==> src/rtl/ddrgb_pkg.sv <==
`timescale 1ns/1ps
package ddrgb_pkg;

    typedef enum logic [1:0] {
        BURST_2  = 2'b00,
        BURST_4  = 2'b01,
        BURST_8  = 2'b10,
        BURST_8X = 2'b11
    } burst_e;

    localparam int MAX_BEATS = 8;
    localparam int BEAT_CW   = $clog2(MAX_BEATS);
    localparam int WORD_CW   = BEAT_CW - 1;

    typedef enum logic [1:0] {
        WS_IDLE,
        WS_PRE,
        WS_DATA
    } wr_state_e;

    typedef struct packed {
        logic dq_oe;
        logic dqs_oe;
        logic dqs_lvl;
        logic done;
    } wr_ctl_t;

    function automatic logic [BEAT_CW-1:0] last_beat(burst_e b);
        case (b)
            BURST_2: return BEAT_CW'(1);
            BURST_4: return BEAT_CW'(3);
            default: return BEAT_CW'(MAX_BEATS - 1);
        endcase
    endfunction

    function automatic logic [WORD_CW-1:0] last_word(burst_e b);
        case (b)
            BURST_2: return WORD_CW'(0);
            BURST_4: return WORD_CW'(1);
            default: return WORD_CW'(MAX_BEATS / 2 - 1);
        endcase
    endfunction

endpackage

==> src/rtl/ddrgb_wr_serializer.sv <==
`timescale 1ns/1ps
module ddrgb_wr_serializer
    import ddrgb_pkg::*;
#(
    parameter int DQ_W = 8
) (
    input  logic              clk,
    input  logic              rst,
    input  logic [1:0]        bl_sel,
    input  logic              start,
    input  logic [2*DQ_W-1:0] word,
    output logic              pop,
    output logic [DQ_W-1:0]   dq,
    output wr_ctl_t           ctl
);
    localparam int WORD_W = 2 * DQ_W;

    wr_state_e          state;
    logic [BEAT_CW-1:0] beat;
    logic [BEAT_CW-1:0] last;
    logic [DQ_W-1:0]    hi_hold;
    logic [DQ_W-1:0]    dq_r;
    wr_ctl_t            ctl_r;
    logic               last_hit;

    assign last_hit = (beat == last);
    // A new word is consumed at the edge that launches its low half.
    assign pop = (state == WS_PRE) || (state == WS_DATA && beat[0] && !last_hit);
    assign dq  = dq_r;
    assign ctl = ctl_r;

    always_ff @(posedge clk) begin
        if (rst) begin
            state   <= WS_IDLE;
            beat    <= '0;
            last    <= '0;
            hi_hold <= '0;
            dq_r    <= '0;
            ctl_r   <= '0;
        end else begin
            ctl_r.done <= 1'b0;
            unique case (state)
                WS_IDLE: begin
                    if (start) begin
                        state         <= WS_PRE;
                        last          <= last_beat(burst_e'(bl_sel));
                        ctl_r.dqs_oe  <= 1'b1;
                        ctl_r.dqs_lvl <= 1'b0;
                    end
                end
                WS_PRE: begin
                    dq_r          <= word[DQ_W-1:0];
                    hi_hold       <= word[WORD_W-1:DQ_W];
                    ctl_r.dq_oe   <= 1'b1;
                    ctl_r.dqs_lvl <= 1'b1;
                    beat          <= '0;
                    state         <= WS_DATA;
                end
                WS_DATA: begin
                    if (last_hit) begin
                        state         <= WS_IDLE;
                        dq_r          <= '0;
                        ctl_r.dq_oe   <= 1'b0;
                        ctl_r.dqs_oe  <= 1'b0;
                        ctl_r.dqs_lvl <= 1'b0;
                        ctl_r.done    <= 1'b1;
                    end else begin
                        beat          <= beat + 1'b1;
                        ctl_r.dqs_lvl <= ~ctl_r.dqs_lvl;
                        if (!beat[0]) begin
                            dq_r <= hi_hold;
                        end else begin
                            dq_r    <= word[DQ_W-1:0];
                            hi_hold <= word[WORD_W-1:DQ_W];
                        end
                    end
                end
                default: state <= WS_IDLE;
            endcase
        end
    end

    p_pop_in_burst_r11: assert property (@(posedge clk) disable iff (rst)
        pop |-> ctl_r.dqs_oe);

    p_preamble_r4: assert property (@(posedge clk) disable iff (rst)
        $rose(ctl_r.dqs_oe) |-> (!ctl_r.dq_oe && !ctl_r.dqs_lvl));

    p_done_release_r6: assert property (@(posedge clk) disable iff (rst)
        ctl_r.done |-> (!ctl_r.dq_oe && $past(ctl_r.dq_oe)));

endmodule

==> src/rtl/ddrgb_strobe_launch.sv <==
`timescale 1ns/1ps
module ddrgb_strobe_launch (
    input  logic clk,
    input  logic rst,
    input  logic lvl,
    output logic dqs
);
    // Falling-edge launch puts the strobe half a fast cycle behind the data.
    always_ff @(negedge clk) begin
        if (rst) dqs <= 1'b0;
        else     dqs <= lvl;
    end
endmodule

==> src/rtl/ddrgb_rd_deserializer.sv <==
`timescale 1ns/1ps
module ddrgb_rd_deserializer
    import ddrgb_pkg::*;
#(
    parameter int DQ_W = 8
) (
    input  logic              clk,
    input  logic              rst,
    input  logic [1:0]        bl_sel,
    input  logic              start,
    input  logic [DQ_W-1:0]   dq_in,
    input  logic              dqs_in,
    output logic [2*DQ_W-1:0] word,
    output logic              valid,
    output logic              done
);
    logic               armed;
    logic               half;
    logic               dqs_q;
    logic               strobe_edge;
    logic [DQ_W-1:0]    lo_hold;
    logic [WORD_CW-1:0] cnt;
    logic [WORD_CW-1:0] last;

    assign strobe_edge = dqs_in ^ dqs_q;

    always_ff @(posedge clk) begin
        if (rst) begin
            armed   <= 1'b0;
            half    <= 1'b0;
            dqs_q   <= 1'b0;
            lo_hold <= '0;
            cnt     <= '0;
            last    <= '0;
            word    <= '0;
            valid   <= 1'b0;
            done    <= 1'b0;
        end else begin
            dqs_q <= dqs_in;
            valid <= 1'b0;
            done  <= 1'b0;
            if (!armed) begin
                if (start) begin
                    armed <= 1'b1;
                    half  <= 1'b0;
                    cnt   <= '0;
                    last  <= last_word(burst_e'(bl_sel));
                end
            end else if (strobe_edge) begin
                if (!half) begin
                    lo_hold <= dq_in;
                    half    <= 1'b1;
                end else begin
                    word  <= {dq_in, lo_hold};
                    valid <= 1'b1;
                    half  <= 1'b0;
                    if (cnt == last) begin
                        done  <= 1'b1;
                        armed <= 1'b0;
                    end else begin
                        cnt <= cnt + 1'b1;
                    end
                end
            end
        end
    end

    p_valid_when_armed_r9: assert property (@(posedge clk) disable iff (rst)
        valid |-> $past(armed));

    p_pair_complete_r9: assert property (@(posedge clk) disable iff (rst)
        valid |-> !half);

    p_done_disarms_r10: assert property (@(posedge clk) disable iff (rst)
        done |-> (valid && !armed));

endmodule

==> src/rtl/ddrgb_gearbox.sv <==
`timescale 1ns/1ps
module ddrgb_gearbox
    import ddrgb_pkg::*;
#(
    parameter int DQ_W = 8
) (
    input  logic              clk,
    input  logic              rst,
    input  logic [1:0]        bl_sel,
    input  logic              wr_start,
    input  logic [2*DQ_W-1:0] wr_word,
    output logic              wr_pop,
    output logic [DQ_W-1:0]   dq_out,
    output logic              dq_oe,
    output logic              dqs_out,
    output logic              dqs_oe,
    output logic              wr_done,
    input  logic              rd_start,
    input  logic [DQ_W-1:0]   dq_in,
    input  logic              dqs_in,
    output logic [2*DQ_W-1:0] rd_word,
    output logic              rd_valid,
    output logic              rd_done
);
    wr_ctl_t wctl;

    ddrgb_wr_serializer #(.DQ_W(DQ_W)) u_wr (
        .clk    (clk),
        .rst    (rst),
        .bl_sel (bl_sel),
        .start  (wr_start),
        .word   (wr_word),
        .pop    (wr_pop),
        .dq     (dq_out),
        .ctl    (wctl)
    );

    ddrgb_strobe_launch u_dqs (
        .clk (clk),
        .rst (rst),
        .lvl (wctl.dqs_lvl),
        .dqs (dqs_out)
    );

    assign dq_oe   = wctl.dq_oe;
    assign dqs_oe  = wctl.dqs_oe;
    assign wr_done = wctl.done;

    ddrgb_rd_deserializer #(.DQ_W(DQ_W)) u_rd (
        .clk    (clk),
        .rst    (rst),
        .bl_sel (bl_sel),
        .start  (rd_start),
        .dq_in  (dq_in),
        .dqs_in (dqs_in),
        .word   (rd_word),
        .valid  (rd_valid),
        .done   (rd_done)
    );

    p_center_toggle_r5: assert property (@(posedge clk) disable iff (rst)
        (dq_oe && $past(dq_oe)) |-> (dqs_out != $past(dqs_out)));

    p_idle_strobe_low_r6: assert property (@(posedge clk) disable iff (rst)
        !dqs_oe |-> !dqs_out);

    p_data_needs_strobe_r4: assert property (@(posedge clk) disable iff (rst)
        dq_oe |-> dqs_oe);

endmodule

==> config.mk <==
export PLATFORM = sky130hd
export DESIGN_NAME = ddrgb_gearbox
export DESIGN_NICKNAME = d
export VERILOG_FILES = /design/src/rtl/ddrgb_pkg.sv /design/src/rtl/ddrgb_wr_serializer.sv /design/src/rtl/ddrgb_strobe_launch.sv /design/src/rtl/ddrgb_rd_deserializer.sv /design/src/rtl/ddrgb_gearbox.sv
export SDC_FILE = /design/constraint.sdc
export NUM_CORES = 1
export LEC_CHECK = 0
export BUFFER_PORTS_ARGS = -buffer_cell sky130_fd_sc_hd__buf_2
export CAP_MARGIN = 15
export CORE_UTILIZATION = 47
export DETAILED_ROUTE_END_ITERATION = 6
export GPL_ROUTABILITY_DRIVEN = 0
export PLACE_DENSITY = 0.74
export SLEW_MARGIN = 20
export SYNTH_ARGS = -nofsm -noshare
export SYNTH_HDL_FRONTEND = slang
export SYNTH_SLANG_ARGS = --single-unit
==> constraint.sdc <==
create_clock -name clk -period 1.5 [get_ports clk]
set_input_delay 0 -clock clk [delete_from_list [all_inputs] [get_ports clk]]
set_output_delay 0 -clock clk [all_outputs]
set_load 0.03 [all_outputs]
==> results of run 1 <==
-- through the flow --
stage	total power (W)	std cells	instance area (sq um)	setup TNS [ns]	hold slack, ns
after floorplan	0.00361	274	2580	0	0.116
after global placement	0.00421	411	3070	0	0.231
after detailed placement	0.00426	411	3070	-0.0711	0.242
after CTS	0.00607	450	3550	-0.725	0.0259
after global routing	0.00647	452	3610	-1.56	0.0284
final	0.00613	452	3610	-0.672	0.0276
-- cell usage after synthesis (3+ instances only) --
cell	count	area share
buf_4	3	0.0089
ha_1	6	0.030
mux2_2	9	0.040
a211oi_1	6	0.018
a21oi_1	27	0.053
inv_1	7	0.010
dfxtp_1	62	0.49
nor2b_1	5	0.012
nor3_1	5	0.0098
mux2i_1	19	0.075
buf_2	3	0.0059
nor2_1	34	0.050
clkbuf_1	6	0.0089
nand3_1	3	0.0059
xnor2_2	3	0.019
nand2_1	44	0.065
-- path summary, 6_finish.rpt --
check | to | slack [ns] | cells after the start
worst max-delay path | u_wr.hi_hold[5] | -0.09 | 8
worst min-delay path | u_rd.last[0] | 0.03 | 3
worst max register to register | u_wr.hi_hold[5] | -0.09 | 8
worst min register to register | u_rd.word[4] | 0.45 | 2
-- report_power, final --
part	leakage, nW	switching [W]	internal, W	total, W
combinational	1.03	0.00125	0.00115	0.00240
sequential	0.508	0.000182	0.00194	0.00213
clock	0.112	0.000665	0.000936	0.00160
total	1.65	0.00210	0.00403	0.00613
-- logic make-up (layout without fill, tap and decap cells) --
family          Yosys count  count (layout)
compound gates           47              47
buf+inv                  21             129
xor+xnor                  7               7
simple gates            103             103
flops                    62              62
fa+ha+maj                 6               6
mux                      28              28
-- critical path: cells and delay by family, from the launching register on --
kind / cells / cell delay [ns]
multiplexers: 1 / 0.15
buffers and inverters: 4 / 0.35
AND/OR/NAND/NOR: 1 / 0.06
adder cells (fa/ha/maj): 1 / 0.25
AO/OA/AOI/OAI: 1 / 0.31
flip-flops: 1 / 0.35
-- cell type report --
class                      instances  area (sq um)  area share
inverter                           6          27.5     0.00762
multi-input combinational        191          1270       0.351
tap                               70          87.6      0.0243
clock buffer                      10           128      0.0353
timing repair buffer             106           762       0.211
sequential                        62          1250       0.345
clock inverter                     7          90.1      0.0249
-- routing by layer --
layer | vias up | wire [um]
met5 | - | 0
met4 | 0 | 150
met3 | 14 | 278
met2 | 60 | 2830
met1 | 1023 | 2630
li1 | 1141 | -
-- state kept, by name, indices dropped and copies added, names as in the netlist --
register      flops
u_wr.beat         3
u_rd.cnt          2
u_rd.last         2
u_rd.armed        1
u_rd.dqs_q        1
u_rd.lo_hold      8
u_rd.valid        1
u_rd.word        16
u_dqs.dqs         1
u_wr.state        2
u_rd.half         1
u_wr.hi_hold      8
u_wr.dq           8
u_wr.last         3
u_rd.done         1
u_wr.ctl          4
-- timing repair --
action | CTS | global route
gates cloned | 0 | 0
pin swaps | 5 | 6
hold buffers | 20 | 0
endpoints found under the setup margin | 10 | 26
endpoints found under the hold margin | 31 | 0
resized for setup | 12 | 10
setup buffers | 3 | 2
==> reports/results.ini, run 1 <==
[status]
outcome = finished with violations
violations = setup timing

[synthesis]
synth.cell_area_sq_um = 2540
avgSynthCellArea_sq_um = 9.27
ys_seq_area_frac = 0.488
synth-compound-area-share = 0.119
netlist_instances = 274
synth.distinct_cells = 41
syn-num-nets = 311
yosys.area_share.simple = 0.179
yosysWarnings = 0
synth_adder_area_share = 0.0295
synth-xor-area-share = 0.0330
synth_seq_cells = 62
muxShareOfSynthArea = 0.115
synthArstFlopShare = 0
ys.flop_type = dfxtp_1
synth_top_family_by_area = simple AND/OR/NAND/NOR gates
synth_enable_flop_cells = 0

[detailed_routing]
firstDrtPassIters = 4
vias = 2238
drt-total-wl_mm = 5.89
post_drt_wl_per_cell_um = 13.0
ant_nets = 0
drt_iter0_markers = 74
drc = 0
vias_per_cell = 4.95

[critical_path]
worstSetupPathType = register to register
timing.rr.start = u_wr.state[0]
critPathCaptureType = register
worstSetupStartpoint = u_wr.state[0]
slowest_delay_ns = 0.35
crit_path_cell_trace = inv_4 > buf_12 > ha_4 > inv_2 > a311o_1 > buf_6 > mux2i_1 > nor2_1
worstPathMaxFanout = 3
arrival_ns = 1.81
required_ns = 1.72
start_kind = register
critPathSlowestCell = dfxtp_2

[sta]
rsz0062_at_grt = true
period_needed_ns = 1.59
max_freq_ghz = 0.629
worst_pin_slew_ns = 0.304
setup_violations = 10
drv_slew = 0
finalHoldViolations = 0
worst_slack_ns = -0.0889
clock_skew_ns = 0.0353
slew_headroom = 0.796
period_share = 1.06

[die]
die_w_um = 75.5
rows = 26
io_pins = 62
die_h_um = 75.5
start_util = 0.491
die_area_sq_um = 5700
coreArea_sq_um = 5170

[final_layout]
fin_util = 0.698
layout.nets = 414
final_common_cell = buf_2
areaGrowthSynthToFinish_pct = 42.1
diodes = 0
fillerInstances = 409
layout-drive-gt1-share = 0.348
mostFrequentLayoutCells = 59 x buf_2, 57 x dfxtp_1, 44 x nand2_1

[worst_hold_path]
min_from = bl_sel[0]
min_path_type = input port to register

[grt]
antenna_found_initial = 0
grt_max_degree = 60
grtUsageMet1 = 0.261
grtUsageTotal = 0.216
use_met3 = 0.0648
grt_pass1_wl_mm = 8.98
grtUsageMet2 = 0.342
grt-ovfl-total = 0
grt_pass1_vias = 2010
busiest_layer = met2

[pwr]
p_leak_nw = 1.65
power.density_nw_per_um2 = 1700
ir_worst_vdd_mv = 1.24

[clocking]
cts.sink_count = 62
cts_tree = yes
cts_buffer_depth = 2
clock_latency_ns = 0.37
root_buffer = clkbuf_8
cts_max_level = 3
clkTransAtPathRegs_ns = 0.07
cts-buffers-inserted = 9

[flow_run]
maxCapViolations = 0

[placement]
dpl.hpwl_mm = 3.81
dp_slack_ns = -0.0200
io_buffer_count = 61

Power figures use the tool's default switching activity.
==> run 2, diff against run 1 <==
CORE_UTILIZATION = 49   (was 47)
CTS_BUF_LIST = sky130_fd_sc_hd__clkbuf_8   (was unset)
PLACE_DENSITY = 0.77   (was 0.74)
==> reports/results.ini, run 2 (synthesized netlist as in run 1, its figures left out) <==
[clocking]
cts_tree = yes
cts-buffers-inserted = 9
root_buffer = clkbuf_8
cts.sink_count = 62
clock_latency_ns = 0.38
clkTransAtPathRegs_ns = 0.07
cts_buffer_depth = 2
cts_max_level = 3

[critical_path]
arrival_ns = 1.57
timing.rr.end = u_wr.hi_hold[7]
ff2ff_setup_slack_ns = -0.06
timing.rr.start = u_wr.state[0]
critPathCaptureType = primary output
r2r.worst_path.cells = 6
worstSetupPathType = register to primary output
start_kind = register
worstPathMaxFanout = 4
required_ns = 1.50

[final_layout]
areaGrowthSynthToFinish_pct = 43.2
multiInputGateArea_sq_um = 1310
fillerInstances = 348
largest_register_ffs = 16
diodes = 0
final-seq-area_sq_um = 1250
regMostFlops = u_rd.word
final_common_cell = buf_2
layout-drive-gt1-share = 0.382
layout.nets = 417
mostFrequentLayoutCells = 58 x buf_2, 57 x dfxtp_1, 40 x nand2_1

[die]
coreArea_sq_um = 4850
die_w_um = 74.0
io_pins = 62
rows = 25
start_util = 0.524
die_h_um = 74.0
die_area_sq_um = 5480

[placement]
io_buffer_count = 61
dpl.hpwl_mm = 3.94
dp_slack_ns = -0.0975

[grt]
grt_max_degree = 37
grt_pass1_wl_mm = 9.56
grt_pass1_vias = 2136
grtUsageTotal = 0.234
antenna_found_initial = 0
grt-ovfl-total = 0

[sta]
finalHoldViolations = 0
max_freq_ghz = 0.637
period_needed_ns = 1.57
setup_violations = 14
worst_slack_ns = -0.0700
rsz0062_at_grt = true
whs_ns = 0.0359
period_share = 1.05
slew_headroom = 0.747
worst_pin_slew_ns = 0.379
clock_skew_ns = 0.0339
drv_slew = 0

[detailed_routing]
drc = 0
post_drt_wl_per_cell_um = 13.5
wl_met1_mm = 2.64
top_layer = met4
drt-total-wl_mm = 6.09
dr_wl_met2_mm = 3.09
vias = 2274
drt_iter0_markers = 80
dr_wl_met3_um = 311
firstDrtPassIters = 4
vias_per_cell = 5.03
ant_nets = 0

[pwr]
power.density_nw_per_um2 = 1660
p_leak_nw = 1.66
ir_worst_vdd_mv = 1.42

[status]
violations = setup timing
outcome = finished with violations

[worst_hold_path]
hold_path_end = u_rd.last[0]
hold_depth = 3
min_from = bl_sel[0]
min_path_type = input port to register

[flow_run]
maxCapViolations = 0

[run 2: worst max-delay path by stage]
| stage | start | to | slack [ns] | depth (start not counted) |
|---|---|---|---|---|
| 3_3_place_gp | u_wr.state[1] | u_wr.hi_hold[4] | -0.05 | 6 |
| 3_5_place_dp | u_wr.state[1] | u_wr.hi_hold[1] | -0.1 | 6 |
| 4_1_cts | u_wr.state[0] | wr_pop | -0.1 | 8 |
| 6_report | u_wr.state[0] | wr_pop | -0.07 | 8 |
| 2_1_floorplan | u_wr.state[1] | u_wr.hi_hold[7] | 0.02 | 7 |
| 5_1_grt | u_wr.state[0] | u_wr.ctl[3] | -0.14 | 8 |
[run 2: cell type report]
type | instances | area share
Tap cell | 67 | 0.0230
Sequential cell | 62 | 0.343
Inverter | 6 | 0.00825
Clock inverter | 8 | 0.0213
Timing Repair Buffer | 109 | 0.209
Clock buffer | 9 | 0.0340
Multi-Input combinational cell | 191 | 0.361
[run 2: power by group]
| part | internal [W] | switching, W |
|---|---|---|
| clock network | 0.000775 | 0.000693 |
| registers | 0.00195 | 0.000195 |
| logic | 0.00110 | 0.00133 |
| total | 0.00382 | 0.00222 |
[run 2: stage by stage]
step	util	std cells	power [W]	setup TNS (ns)	area [sq um]
6_report	0.751	452	0.00604	-0.552	3640
4_1_cts	0.725	449	0.00584	-0.425	3520
3_5_place_dp	0.630	408	0.00421	-0.685	3060
2_1_floorplan	-	274	0.00361	0	2580
3_3_place_gp	0.630	408	0.00416	-0.338	3060
5_1_grt	0.751	452	0.00638	-1.69	3640
[run 2: worst max-delay path, stage by stage (launching register included)]
cell     delay (ns)
dfxtp_2        0.35
inv_4          0.05
ha_4           0.16
buf_6          0.12
inv_4          0.05
a31oi_4        0.03
buf_6          0.13
a21o_4         0.20
buf_6          0.13
[run 2: repair_timing]
item / CTS / global route
gates cloned: 0 / 1
setup endpoints to repair: 11 / 24
resized for setup: 11 / 27
endpoints found under the hold margin: 31 / 0
buffers inserted: 4 / 2
hold buffers: 21 / 0
pin swaps: 5 / 11
[run 2: metal layers]
layer	up-vias	track usage
met1	1063	0.270
li1	1143	-
met3	7	0.0921
met5	-	0
met2	61	0.390
met4	0	0.0897
==> run 3, diff against run 2 <==
ABC_AREA = 1   (was unset)
CORE_UTILIZATION = 50   (was 49)
PLACE_DENSITY = 0.78   (was 0.77)
==> reports/results.ini, run 3 <==
[grt]
grt-ovfl-total = 0
grt_pass1_vias = 2411
grtUsageTotal = 0.259
antenna_found_initial = 0
grt_max_degree = 41
grt_pass1_wl_mm = 10.7

[synthesis]
yosysTopAreaCellShare = 0.474
synth_top_area_cell = dfxtp_1
netlist_top_cells_area = dfxtp_1 47%, nand2_1 13%, a21oi_1 6.5%, o21ai_0 5.9%, nor2_1 4.6%
synth.distinct_cells = 27
synth_seq_cells = 62
syn-num-nets = 384
avgSynthCellArea_sq_um = 7.55
netlist_instances = 347
synth.most_common_cell = nand2_1
ys.flop_type = dfxtp_1
synthArstFlopShare = 0
synth_enable_flop_cells = 0
synthTopCellsByCount = 88 x nand2_1, 62 x dfxtp_1, 34 x a21oi_1
yosysWarnings = 0
synth.cell_area_sq_um = 2620
ys_seq_area_frac = 0.474

[critical_path]
required_ns = 1.50
arrival_ns = 1.56
start_kind = register
worstSetupPathType = register to primary output
slowest_delay_ns = 0.30
critPathCaptureType = primary output
critPathSlowestCell = dfxtp_2
worst-path-buf-inv = 1
worstPathMaxFanout = 1
cp_top_family = flip-flops
crit_path_cell_trace = buf_6

[sta]
whs_ns = -0.00113
drv_slew = 0
setup_violations = 2
rsz0062_at_grt = true
worst_pin_slew_ns = 0.349
finalHoldViolations = 1
slew_headroom = 0.767
clock_skew_ns = 0.0358
worst_slack_ns = -0.0565

[detailed_routing]
vias = 2611
post_drt_wl_per_cell_um = 12.9
drt-total-wl_mm = 6.68
drc = 0
vias_per_cell = 5.04
ant_nets = 0
drt_iter0_markers = 136
firstDrtPassIters = 4

[clocking]
cts.sink_count = 62
cts_tree = yes
cts_max_level = 3
cts_buffer_depth = 2
clkTransAtPathRegs_ns = 0.06
clock_latency_ns = 0.37
cts-buffers-inserted = 9
root_buffer = clkbuf_8

[final_layout]
layoutNonFillerInstCount = 518
layout.nets = 484
regMostFlops = u_rd.word
final_common_cell = nand2_1
layout-drive-gt1-share = 0.253
diodes = 0
largest_register_ffs = 16
mostFrequentLayoutCells = 87 x nand2_1, 59 x buf_2, 58 x dfxtp_1
areaGrowthSynthToFinish_pct = 36.7
fin_util = 0.734

[pwr]
intPower_w = 0.00317
swShare = 0.328
comb_power_share = 0.281
p_total_w = 0.00472
power.density_nw_per_um2 = 1320
p_clk_frac = 0.302
seq_power_share = 0.417
ir_worst_vdd_mv = 0.871
p_leak_nw = 1.69
p_sw_w = 0.00155

[die]
die_area_sq_um = 5530
start_util = 0.537
coreArea_sq_um = 4880
io_pins = 62
die_w_um = 74.4
rows = 25
die_h_um = 74.4

[status]
outcome = finished with violations
violations = hold timing, setup timing

[flow_run]
maxCapViolations = 0

[placement]
dp.cells = 475
dpl.hpwl_mm = 4.27
io_buffer_count = 61

[worst_hold_path]
min_path_type = input port to register

## run 3: logic make-up (layout without fill, tap and decap cells)
family	Yosys count	count (layout)	synth area share
AO/OA/AOI/OAI	70	70	0.142
XOR/XNOR	4	4	0.0134
adder cells (fa/ha/maj)	6	6	0.0287
buffers and inverters	44	148	0.0726
flip-flops	62	62	0.474
AND/OR/NAND/NOR	161	161	0.269
## run 3: layout make-up
| type | count | area [sq um] |
|---|---|---|
| Fill cell | 423 | 1300 |
| Clock buffer | 10 | 138 |
| Tap cell | 67 | 83.8 |
| Clock inverter | 6 | 55.1 |
| Multi-Input combinational cell | 241 | 1220 |
| Inverter | 32 | 130 |
| Timing Repair Buffer | 100 | 703 |
| Sequential cell | 62 | 1250 |
## run 3: through the flow
step / setup WS (ns) / area, sq um / setup TNS (ns)
4_1_cts: -0.0626 / 3560 / -0.0930
3_5_place_dp: 0.0477 / 3050 / 0
6_report: -0.0565 / 3580 / -0.0874
5_1_grt: -0.108 / 3580 / -0.208
3_3_place_gp: 0.110 / 3050 / 0
2_1_floorplan: 0.0189 / 2620 / 0
## run 3: repair_timing
action | in CTS | in global routing
hold buffers | 27 | 0
resized for setup | 15 | 4
setup endpoints to repair | 2 | 16
setup buffers | 0 | 1
pin swaps | 1 | 1
endpoints found under the hold margin | 35 | 0
## run 3: power by group through the flow
stage               registers [W]  logic [W]  clock network [W]
floorplan                 0.00213   0.000650         0.00000834
global placement          0.00198    0.00118         0.00000834
detailed placement        0.00198    0.00120         0.00000834
CTS                       0.00196    0.00129            0.00144
global route              0.00198    0.00146            0.00152
finish                    0.00197    0.00133            0.00142
## run 3: worst paths after layout
path                                       from         endpoint  slack, ns  depth (start not counted)
worst max-delay path                  u_dqs.dqs          dqs_out      -0.06                          1
worst min-delay path                 wr_word[4]       u_wr.dq[4]     -0.001                          3
worst max register to register    u_wr.state[1]  u_wr.hi_hold[5]       0.10                          8
worst min register to register  u_rd.lo_hold[2]  u_rd.lo_hold[2]       0.45                          2
## run 3: routing by layer
metal / share of wire / GRT usage
met2: 0.50 / 0.436
met5: 0 / 0
met4: 0.016 / 0.0985
met1: 0.44 / 0.313
met3: 0.050 / 0.0745
